==> config.mk <==
export PLATFORM = sky130hd
export DESIGN_NAME = spec_cache
export DESIGN_NICKNAME = d
export VERILOG_FILES = /design/src/rtl/sc_pkg.sv /design/src/rtl/sc_data_ram.sv /design/src/rtl/sc_meta.sv /design/src/rtl/sc_sweep.sv /design/src/rtl/spec_cache.sv
export SDC_FILE = /design/constraint.sdc
export NUM_CORES = 1
export LEC_CHECK = 0
export BUFFER_PORTS_ARGS = -buffer_cell sky130_fd_sc_hd__buf_2
export CAP_MARGIN = 10
export CORE_UTILIZATION = 45
export DETAILED_ROUTE_END_ITERATION = 8
export GPL_ROUTABILITY_DRIVEN = 1
export GPL_TIMING_DRIVEN = 0
export PLACE_DENSITY_LB_ADDON = 0.15
export SLEW_MARGIN = 20
export SYNTH_ARGS = -nofsm -noshare
export SYNTH_HDL_FRONTEND = slang
export SYNTH_HIERARCHICAL = 1
export SYNTH_SLANG_ARGS = --single-unit
==> constraint.sdc <==
create_clock -name clk -period 13.85 [get_ports clk]
set_input_delay 2.0775 -clock clk [delete_from_list [all_inputs] [get_ports clk]]
set_output_delay 2.0775 -clock clk [all_outputs]
set_load 0.05 [all_outputs]
==> src/rtl/sc_pkg.sv <==
package sc_pkg;
  typedef enum logic [1:0] {
    LN_INV   = 2'd0,
    LN_CLEAN = 2'd1,
    LN_DIRTY = 2'd2,
    LN_SPEC  = 2'd3
  } line_st_e;

  typedef enum logic [2:0] {
    C_IDLE,
    C_LOOK,
    C_EVICT,
    C_FILL,
    C_SAVE,
    C_SWEEP
  } ctl_e;
endpackage

==> src/rtl/sc_data_ram.sv <==
module sc_data_ram #(
  parameter int IDX_W  = 4,
  parameter int DATA_W = 32
) (
  input  logic              clk,
  input  logic              we,
  input  logic [IDX_W-1:0]  addr,
  input  logic [DATA_W-1:0] wdata,
  output logic [DATA_W-1:0] rdata
);
  localparam int LINES = 1 << IDX_W;

  logic [DATA_W-1:0] mem_q [LINES];

  // single port, read-first: maps onto a block RAM
  always_ff @(posedge clk) begin
    if (we) mem_q[addr] <= wdata;
    rdata <= mem_q[addr];
  end
endmodule

==> src/rtl/sc_meta.sv <==
module sc_meta
  import sc_pkg::*;
#(
  parameter int IDX_W = 4,
  parameter int TAG_W = 6
) (
  input  logic                 clk,
  input  logic                 rst,
  input  logic [IDX_W-1:0]     rd_idx,
  output logic [TAG_W-1:0]     rd_tag,
  output line_st_e             rd_st,
  input  logic [IDX_W-1:0]     sw_idx,
  output logic [TAG_W-1:0]     sw_tag,
  output line_st_e             sw_st,
  input  logic                 wr_en,
  input  logic [IDX_W-1:0]     wr_idx,
  input  logic [TAG_W-1:0]     wr_tag,
  input  line_st_e             wr_st,
  output logic [(1<<IDX_W)-1:0] spec_mask
);
  localparam int LINES = 1 << IDX_W;

  logic [TAG_W-1:0] tag_q [LINES];
  line_st_e         st_q  [LINES];

  always_ff @(posedge clk) begin
    if (rst) begin
      for (int i = 0; i < LINES; i++) st_q[i] <= LN_INV;
    end else if (wr_en) begin
      st_q[wr_idx] <= wr_st;
    end
  end

  always_ff @(posedge clk) begin
    if (wr_en) tag_q[wr_idx] <= wr_tag;
  end

  assign rd_tag = tag_q[rd_idx];
  assign rd_st  = st_q[rd_idx];
  assign sw_tag = tag_q[sw_idx];
  assign sw_st  = st_q[sw_idx];

  for (genvar g = 0; g < LINES; g++) begin : g_mask
    assign spec_mask[g] = (st_q[g] == LN_SPEC);
  end
endmodule

==> src/rtl/sc_sweep.sv <==
module sc_sweep #(
  parameter int IDX_W = 4
) (
  input  logic             clk,
  input  logic             rst,
  input  logic             start,
  input  logic             rb_in,
  output logic             active,
  output logic             rb_mode,
  output logic [IDX_W-1:0] idx,
  output logic             last
);
  localparam int LINES = 1 << IDX_W;
  localparam logic [IDX_W-1:0] LAST_IDX = IDX_W'(LINES - 1);

  always_ff @(posedge clk) begin
    if (rst) begin
      active  <= 1'b0;
      rb_mode <= 1'b0;
      idx     <= '0;
    end else if (start) begin
      active  <= 1'b1;
      rb_mode <= rb_in;
      idx     <= '0;
    end else if (active) begin
      if (last) active <= 1'b0;
      else      idx    <= idx + 1'b1;
    end
  end

  assign last = active && (idx == LAST_IDX);

  AST_START_WHEN_IDLE: assert property (@(posedge clk) disable iff (rst)
    start |-> !active);
  AST_SWEEP_ADVANCES: assert property (@(posedge clk) disable iff (rst)
    (active && !last) |=> active && (idx == $past(idx) + 1'b1));
endmodule

==> src/rtl/spec_cache.sv <==
module spec_cache
  import sc_pkg::*;
#(
  parameter int ADDR_W = 10,
  parameter int DATA_W = 32,
  parameter int IDX_W  = 4
) (
  input  logic              clk,
  input  logic              rst,
  input  logic              req_valid,
  input  logic              req_we,
  input  logic [ADDR_W-1:0] req_addr,
  input  logic [DATA_W-1:0] req_wdata,
  output logic              req_ready,
  output logic              rsp_valid,
  output logic [DATA_W-1:0] rsp_rdata,
  output logic              mem_req,
  output logic              mem_we,
  output logic [ADDR_W-1:0] mem_addr,
  output logic [DATA_W-1:0] mem_wdata,
  input  logic              mem_ack,
  input  logic [DATA_W-1:0] mem_rdata,
  input  logic              cmd_ckpt,
  input  logic              cmd_commit,
  input  logic              cmd_rollback,
  output logic              busy,
  output logic              done,
  output logic              ckpt_active
);
  localparam int TAG_W = ADDR_W - IDX_W;
  localparam int LINES = 1 << IDX_W;

  ctl_e              st_q;
  logic              ckpt_q, forced_q;
  logic              r_we;
  logic [ADDR_W-1:0] r_addr;
  logic [DATA_W-1:0] r_wdata;
  logic [IDX_W-1:0]  r_idx;
  logic [TAG_W-1:0]  r_tag;

  assign r_idx = r_addr[IDX_W-1:0];
  assign r_tag = r_addr[ADDR_W-1:IDX_W];

  // metadata and data storage
  logic [TAG_W-1:0]  rd_tag, sw_tag, mt_tag;
  line_st_e          rd_st, sw_st, mt_st, new_st;
  logic              mt_we, ram_we;
  logic [IDX_W-1:0]  mt_idx, ram_addr, sw_idx;
  logic [DATA_W-1:0] ram_wd, ram_q;
  logic [LINES-1:0]  spec_mask;
  logic              sw_start, sw_rb, sw_active, sw_rb_q, sw_last;

  sc_meta #(.IDX_W(IDX_W), .TAG_W(TAG_W)) u_meta (
    .clk(clk), .rst(rst),
    .rd_idx(r_idx), .rd_tag(rd_tag), .rd_st(rd_st),
    .sw_idx(sw_idx), .sw_tag(sw_tag), .sw_st(sw_st),
    .wr_en(mt_we), .wr_idx(mt_idx), .wr_tag(mt_tag), .wr_st(mt_st),
    .spec_mask(spec_mask)
  );

  sc_data_ram #(.IDX_W(IDX_W), .DATA_W(DATA_W)) u_ram (
    .clk(clk), .we(ram_we), .addr(ram_addr), .wdata(ram_wd), .rdata(ram_q)
  );

  sc_sweep #(.IDX_W(IDX_W)) u_sweep (
    .clk(clk), .rst(rst), .start(sw_start), .rb_in(sw_rb),
    .active(sw_active), .rb_mode(sw_rb_q), .idx(sw_idx), .last(sw_last)
  );

  // command decode: rollback beats commit; both need an active checkpoint
  logic idle, do_rb, do_cm, do_ck, accept, hit;
  assign idle   = (st_q == C_IDLE);
  assign do_rb  = cmd_rollback && ckpt_q;
  assign do_cm  = cmd_commit && ckpt_q && !cmd_rollback;
  assign do_ck  = cmd_ckpt && !ckpt_q;
  assign req_ready = idle && !do_rb && !do_cm;
  assign accept = req_valid && req_ready;
  assign hit    = (rd_st != LN_INV) && (rd_tag == r_tag);

  assign ram_addr    = idle ? req_addr[IDX_W-1:0] : r_idx;
  assign busy        = sw_active;
  assign ckpt_active = ckpt_q;

  always_comb begin
    new_st   = ckpt_q ? LN_SPEC : LN_DIRTY;
    ram_we   = 1'b0;
    ram_wd   = r_wdata;
    mt_we    = 1'b0;
    mt_idx   = r_idx;
    mt_tag   = r_tag;
    mt_st    = LN_INV;
    sw_start = 1'b0;
    sw_rb    = 1'b0;
    case (st_q)
      C_IDLE: begin
        if (do_rb || do_cm) begin
          sw_start = 1'b1;
          sw_rb    = do_rb;
        end
      end
      C_LOOK: begin
        if (hit) begin
          if (r_we && !(ckpt_q && rd_st == LN_DIRTY)) begin
            ram_we = 1'b1;
            mt_we  = 1'b1;
            mt_st  = new_st;
          end
        end else if (rd_st == LN_SPEC) begin
          sw_start = 1'b1;  // forced commit before evicting speculative data
        end
      end
      C_FILL: begin
        if (mem_ack) begin
          ram_we = 1'b1;
          ram_wd = r_we ? r_wdata : mem_rdata;
          mt_we  = 1'b1;
          mt_st  = r_we ? new_st : LN_CLEAN;
        end
      end
      C_SAVE: begin
        if (mem_ack) begin
          ram_we = 1'b1;
          mt_we  = 1'b1;
          mt_st  = LN_SPEC;
        end
      end
      C_SWEEP: begin
        if (sw_st == LN_SPEC) begin
          mt_we  = 1'b1;
          mt_idx = sw_idx;
          mt_tag = sw_tag;
          mt_st  = sw_rb_q ? LN_INV : LN_DIRTY;
        end
      end
      default: ;
    endcase
  end

  always_ff @(posedge clk) begin
    if (rst) begin
      st_q      <= C_IDLE;
      ckpt_q    <= 1'b0;
      forced_q  <= 1'b0;
      rsp_valid <= 1'b0;
      rsp_rdata <= '0;
      done      <= 1'b0;
      mem_req   <= 1'b0;
      mem_we    <= 1'b0;
      mem_addr  <= '0;
      mem_wdata <= '0;
      r_we      <= 1'b0;
      r_addr    <= '0;
      r_wdata   <= '0;
    end else begin
      rsp_valid <= 1'b0;
      done      <= 1'b0;
      case (st_q)
        C_IDLE: begin
          if (do_ck) ckpt_q <= 1'b1;
          if (sw_start) begin
            st_q <= C_SWEEP;
          end else if (accept) begin
            r_we    <= req_we;
            r_addr  <= req_addr;
            r_wdata <= req_wdata;
            st_q    <= C_LOOK;
          end
        end
        C_LOOK: begin
          if (hit) begin
            if (!r_we) begin
              rsp_valid <= 1'b1;
              rsp_rdata <= ram_q;
              st_q      <= C_IDLE;
            end else if (ckpt_q && rd_st == LN_DIRTY) begin
              mem_req   <= 1'b1;
              mem_we    <= 1'b1;
              mem_addr  <= r_addr;
              mem_wdata <= ram_q;
              st_q      <= C_SAVE;
            end else begin
              rsp_valid <= 1'b1;
              rsp_rdata <= r_wdata;
              st_q      <= C_IDLE;
            end
          end else if (rd_st == LN_SPEC) begin
            forced_q <= 1'b1;
            st_q     <= C_SWEEP;
          end else if (rd_st == LN_DIRTY) begin
            mem_req   <= 1'b1;
            mem_we    <= 1'b1;
            mem_addr  <= {rd_tag, r_idx};
            mem_wdata <= ram_q;
            st_q      <= C_EVICT;
          end else begin
            mem_req  <= 1'b1;
            mem_we   <= 1'b0;
            mem_addr <= r_addr;
            st_q     <= C_FILL;
          end
        end
        C_EVICT: begin
          if (mem_ack) begin
            mem_req  <= 1'b1;
            mem_we   <= 1'b0;
            mem_addr <= r_addr;
            st_q     <= C_FILL;
          end
        end
        C_FILL, C_SAVE: begin
          if (mem_ack) begin
            mem_req   <= 1'b0;
            mem_we    <= 1'b0;
            rsp_valid <= 1'b1;
            rsp_rdata <= (st_q == C_FILL && !r_we) ? mem_rdata : r_wdata;
            st_q      <= C_IDLE;
          end
        end
        C_SWEEP: begin
          if (sw_last) begin
            ckpt_q   <= 1'b0;
            forced_q <= 1'b0;
            if (forced_q) begin
              st_q <= C_LOOK;
            end else begin
              st_q <= C_IDLE;
              done <= 1'b1;
            end
          end
        end
        default: st_q <= C_IDLE;
      endcase
    end
  end

  AST_CKPT_NEXT_CYCLE: assert property (@(posedge clk) disable iff (rst)
    (idle && cmd_ckpt && !ckpt_active && !cmd_commit && !cmd_rollback)
      |=> ckpt_active && !busy);
  AST_SWEEP_STALLS: assert property (@(posedge clk) disable iff (rst)
    busy |-> !req_ready);
  AST_SWEEP_NO_MEM: assert property (@(posedge clk) disable iff (rst)
    busy |-> !mem_req);
  AST_MEM_HOLD: assert property (@(posedge clk) disable iff (rst)
    (mem_req && !mem_ack) |=> mem_req && $stable(mem_addr) && $stable(mem_we));
  AST_NO_SPEC_WITHOUT_CKPT: assert property (@(posedge clk) disable iff (rst)
    !ckpt_active |-> (spec_mask == '0));
  AST_DONE_ENDS_SWEEP: assert property (@(posedge clk) disable iff (rst)
    done |-> !busy && $past(busy));
  AST_SWEEP_MATCHES_CTL: assert property (@(posedge clk) disable iff (rst)
    sw_active == (st_q == C_SWEEP));
endmodule

==> impl_metrics.ini, run 1 <==
[cts]
cts_made_buffers = 84
cts_sinks = 804
htreeDepth = 3
root_buffer = clkbuf_16
path_clk_slew_ns = 0.06
cts_buffer_depth = 3
cts_hold_buf = 0
cts_tree = done
post-cts-setup-buffer-count = 0
post_cts_resized = 0
insertion_delay_ns = 0.64

[global_route]
overflow = 0
grt_start_max_net_pins = 20
grtUsageTotal = 0.253
first_global_vias = 19636
antenna_found_initial = 3
grt_pass1_wl_um = 134000

[worst_setup_path]
path_class = reg -> reg
cp_max_fo = 10
r2r_cells = 13
r2r_start = r_addr[1]
crit_path_end_kind = register
rrSetupSlack_ns = 8.31
regToRegEndpoint = u_ram/mem_q[0][9]
crit_required_ns = 14.18
critPathLaunch = r_addr[1]
worstSetupEndpoint = u_ram/mem_q[0][9]
start_kind = register
arrival_ns = 5.87

[synthesis]
yosysWarningCount = 6
synth_nets = 2063
avgSynthCellArea_um2 = 16.5
syn_inst = 1980
synth_area_mm2 = 0.0328

[routing]
vias = 19576
dr.pass1.iters = 5
drt_iter0_markers = 2225
vias_per_cell = 5.94
wl_per_cell_um = 28.2
drc = 0
wl_um = 93000
antenna_left = 0

[sta]
fin_ws_ns = 8.31
fin_setup_tns_ns = 0
worst_pin_slew_ns = 1.08
finalCriticalPeriod_ns = 5.54
fin_worst_skew_ns = 0.0422
hold_viol_final = 0
max_freq_mhz = 180
period_share = 0.400
maxSlewViolCount = 0
relSlewSlack = 0.281
finalSetupViolCount = 0
grt_setup_unrepaired = no

[floorplanning]
fp.dieH_um = 272
die-area_mm2 = 0.0739
ios = 163
die_x_um = 272
rows = 98
core_mm2 = 0.0717
initial_core_util = 0.457

[power_and_ir_drop]
powerDensity_mw_per_mm2 = 194
p_leak_nw = 13.2
ir_worst_vdd_mv = 0.134

[place]
place.gp.congestion = 0.954
dp_slack_ns = 8.41
hpwl_um = 63400
portBuffers = 162
placed_cell_area_mm2 = 0.0355

[layout]
final_nets = 2352
drive_gt1_frac = 0.265
fin_area_mm2 = 0.0383
area_growth_pct = 17.0

[min_path]
min_path_type = reg -> reg

[outcome]
status = completed

[job]
drv_cap = 0
-- worst max-delay path: stages, from the launching register on --
cell     delay, ns
dfxtp_1       0.76
buf_1         0.72
mux4_2        0.43
a22oi_1       0.23
nand2_1       0.21
xnor2_2       0.23
nand4_4       0.17
nor2_1        0.40
a31oi_1       0.23
nand2_1       0.20
or3b_2        0.59
nor3_2        0.51
buf_4         0.31
buf_4         0.22
-- flip-flops by register name (all words and copies together), names as in the netlist, 3 cells and up --
signal	cells
u_sweep/idx	4
u_meta/tag_q	96
r_addr	10
st_q	3
u_ram/mem_q	512
mem_wdata	32
rsp_rdata	32
r_wdata	32
u_meta/st_q	32
u_ram/rdata	32
mem_addr	10
-- power breakdown --
group / leakage (nW) / switching [W] / internal, W
Clock: 1.36 / 0.000948 / 0.00130
Sequential: 7.28 / 0.000139 / 0.00288
Combinational: 4.53 / 0.00140 / 0.000779
Total: 13.2 / 0.00248 / 0.00496
-- layout make-up --
type | instances | area [um2]
diodes | 2 | 5.00
plain buffers | 125 | 727
clock buffers | 104 | 2250
clock inverters | 54 | 517
fillers | 5780 | 33400
inverters | 9 | 33.8
multi-input cells | 1042 | 9610
flip-flops and latches | 804 | 22500
well taps | 950 | 1190
repair buffers | 203 | 1490
-- worst min-delay path by stage --
stage / startpoint / endpoint / slack [ns] / cells after the start
2_1_floorplan: forced_q / done / 0.42 / 1
3_5_place_dp: r_wdata[12] / r_wdata[12] / 0.47 / 2
6_report: r_wdata[11] / r_wdata[11] / 0.47 / 2
3_3_place_gp: mem_addr[2] / mem_addr[2] / 0.46 / 2
4_1_cts: r_wdata[10] / r_wdata[10] / 0.48 / 2
5_1_grt: rsp_rdata[18] / rsp_rdata[18] / 0.49 / 2
-- routing by layer --
layer / wire (um) / part of all wire / track usage / vias up
met3: 8530 / 0.092 / 0.0561 / 146
met5: 0 / 0 / 0 / -
met4: 2580 / 0.028 / 0.0825 / 0
li1: - / - / - / 8394
met2: 43000 / 0.46 / 0.394 / 953
met1: 38800 / 0.42 / 0.354 / 10083
-- placed cells by master (no fill, tap or decap), types with 13 or more instances in the layout --
cell and count:
mux4_1 29, buf_6 29, mux2_1 16, buf_2 190, nand3_1 22, o221ai_1 32, a22oi_1 96, o21ai_0 14
nor2_1 165, nand2b_1 39, clkbuf_16 86, edfxtp_1 640, mux2i_1 66, clkinv_2 20, a21oi_1 56, mux4_2 162
clkbuf_1 73, or2_2 13, clkinv_1 14, dfxtp_1 164, buf_4 20, mux2_2 16, nand2_1 196
-- stage by stage --
stage                      util  total power [W]  std cells  hold WS (ns)
after CTS                 0.534          0.00748       3291         0.477
after detailed placement  0.495          0.00523       3133         0.466
after floorplan               -          0.00450       1980         0.415
after global placement    0.485          0.00518       3092         0.457
final                     0.534          0.00744       3293         0.474
after global routing      0.534          0.00771       3291         0.490
(Power assumes the default switching activity.)
==> run 2, diff against run 1 <==
- clock period: 13.85 -> 4.9 ns (I/O delays scaled with it)
==> impl_metrics.ini, run 2 (synthesis gave the netlist of run 1 again) <==
[routing]
antenna_left = 0
vias = 19669
vias_per_cell = 5.95
wl_per_cell_um = 28.2
drc = 0
wl_um = 93300
dr.pass1.iters = 6
drt_iter0_markers = 1997

[sta]
hold_viol_final = 0
finalSetupViolCount = 0
finalCriticalPeriod_ns = 4.73
fin_setup_tns_ns = 0
max_freq_mhz = 211
maxSlewViolCount = 0
grt_setup_unrepaired = no
fin_worst_skew_ns = 0.0273
relSlewSlack = 0.280
holdWs_ns = 0.333
period_share = 0.966
worst_pin_slew_ns = 1.08

[layout]
multi_input_area_mm2 = 0.00965
final_nets = 2366
largest_reg_flops = 512
regArea_mm2 = 0.0225
num_antenna_cells = 0
final_cell_mix = edfxtp_1, nand2_1, buf_2
layout_commonest_cell = edfxtp_1
drive_gt1_frac = 0.268
top_regs = u_ram/mem_q: 512 flops, u_meta/tag_q: 96 flops
nFillCells = 5692
fin_area_mm2 = 0.0386
top_register = u_ram/mem_q
area_growth_pct = 17.9

[cts]
root_buffer = clkbuf_16
insertion_delay_ns = 0.64
cts_tree = done
cts_buffer_depth = 3
htreeDepth = 3
cts_sinks = 804
cts_made_buffers = 86
path_clk_slew_ns = 0.06

[floorplanning]
ios = 163
die_x_um = 272
core_mm2 = 0.0717
fp.dieH_um = 272
initial_core_util = 0.457
rows = 98
die-area_mm2 = 0.0739

[worst_setup_path]
start_kind = register
cp_max_fo = 10
crit_path_cell_trace = buf_6 > buf_6 > mux4_1 > a22oi_1 > nand2_1 > xnor2_2 > nand4_4 > nor2_4 > a31oi_1 > nand2_1 > or3b_2 > nor3_4 > buf_8 > buf_8
crit_required_ns = 5.24
path_class = reg -> reg
crit_path_end_kind = register
crit_slowest_cell = or3b_2
arrival_ns = 5.07
max_stage_delay_ns = 0.60

[place]
placed_cell_area_mm2 = 0.0356
hpwl_um = 63100
place.gp.congestion = 0.901
portBuffers = 162

[min_path]
min_path_type = in -> reg

[global_route]
overflow = 0
antenna_found_initial = 2
grt_start_max_net_pins = 20
grt_pass1_wl_um = 134000
first_global_vias = 19615
grtUsageTotal = 0.253

[power_and_ir_drop]
p_comb_frac = 0.293
swShare = 0.331
powerDensity_mw_per_mm2 = 546
p_seq_frac = 0.404
ir_worst_vdd_mv = 0.327
clkPwrFrac = 0.303
p_int_w = 0.0141
p_sw_w = 0.00698
p_leak_nw = 13.3

[job]
drv_cap = 0

[outcome]
status = completed
run 2: changes by cell type in the layout (fill, tap and decap cells not counted), moves of 5 or more:
cell,delta
clkbuf_1,+13
buf_6,-9
buf_16,+6
buf_8,+13
nor2_1,-5
clkinv_2,-5
run 2: worst paths after layout:
path                 startpoint            endpoint  slack, ns  depth (start not counted)
hold / removal    req_wdata[16]         r_wdata[16]       0.33                          3
setup reg to reg      r_addr[0]  u_ram/mem_q[0][16]       0.17                         14
setup / recovery      r_addr[0]  u_ram/mem_q[0][16]       0.17                         14
hold reg to reg     mem_addr[1]         mem_addr[1]       0.47                          2
run 2: routing by layer:
metal  part of all wire  up-vias  track usage
li1                   -     8426            -
met1               0.42    10211        0.359
met2               0.46      894        0.388
met3              0.088      136       0.0595
met4              0.026        2       0.0801
met5            0.00011        -            0
run 2: power by group through the flow:
stage          registers [W]  logic (W)  clock network (W)
5_1_grt              0.00856    0.00654            0.00676
3_3_place_gp         0.00864    0.00599                  0
4_1_cts              0.00851    0.00618            0.00649
6_report             0.00851    0.00617            0.00638
2_1_floorplan        0.00909    0.00362                  0
3_5_place_dp         0.00865    0.00614                  0
run 2: final cells by class:
cell class / instances / area share
flip-flops and latches: 804 / 0.583
multi-input cells: 1042 / 0.250
clock buffers: 121 / 0.0615
repair buffers: 215 / 0.0449
well taps: 950 / 0.0308
plain buffers: 125 / 0.0189
clock inverters: 40 / 0.0102
inverters: 9 / 0.000875
run 2: critical path: cells and delay by family, from the launching register on:
family | cells | cell delay [ns]
simple gates | 6 | 1.80
compound gates | 2 | 0.55
mux | 1 | 0.59
buf+inv | 4 | 0.78
xor+xnor | 1 | 0.22
flops | 1 | 0.46
run 2: per-stage QoR:
stage / setup slack (ns) / util / total power [W] / std cells
after floorplan: 0.181 / - / 0.0127 / 1980
after global placement: -3.07 / 0.485 / 0.0146 / 3092
after detailed placement: -0.714 / 0.497 / 0.0148 / 3127
after CTS: 0.00558 / 0.536 / 0.0212 / 3294
after global routing: 0.0312 / 0.538 / 0.0219 / 3306
final: 0.168 / 0.538 / 0.0211 / 3306
run 2: timing repair:
| action | in CTS | in global routing |
|---|---|---|
| endpoints found under the setup margin | 561 | 187 |
| resized for setup | 4 | 4 |
| setup buffers | 6 | 12 |
| hold buffers | 0 | 0 |
| pin swaps | 6 | 5 |
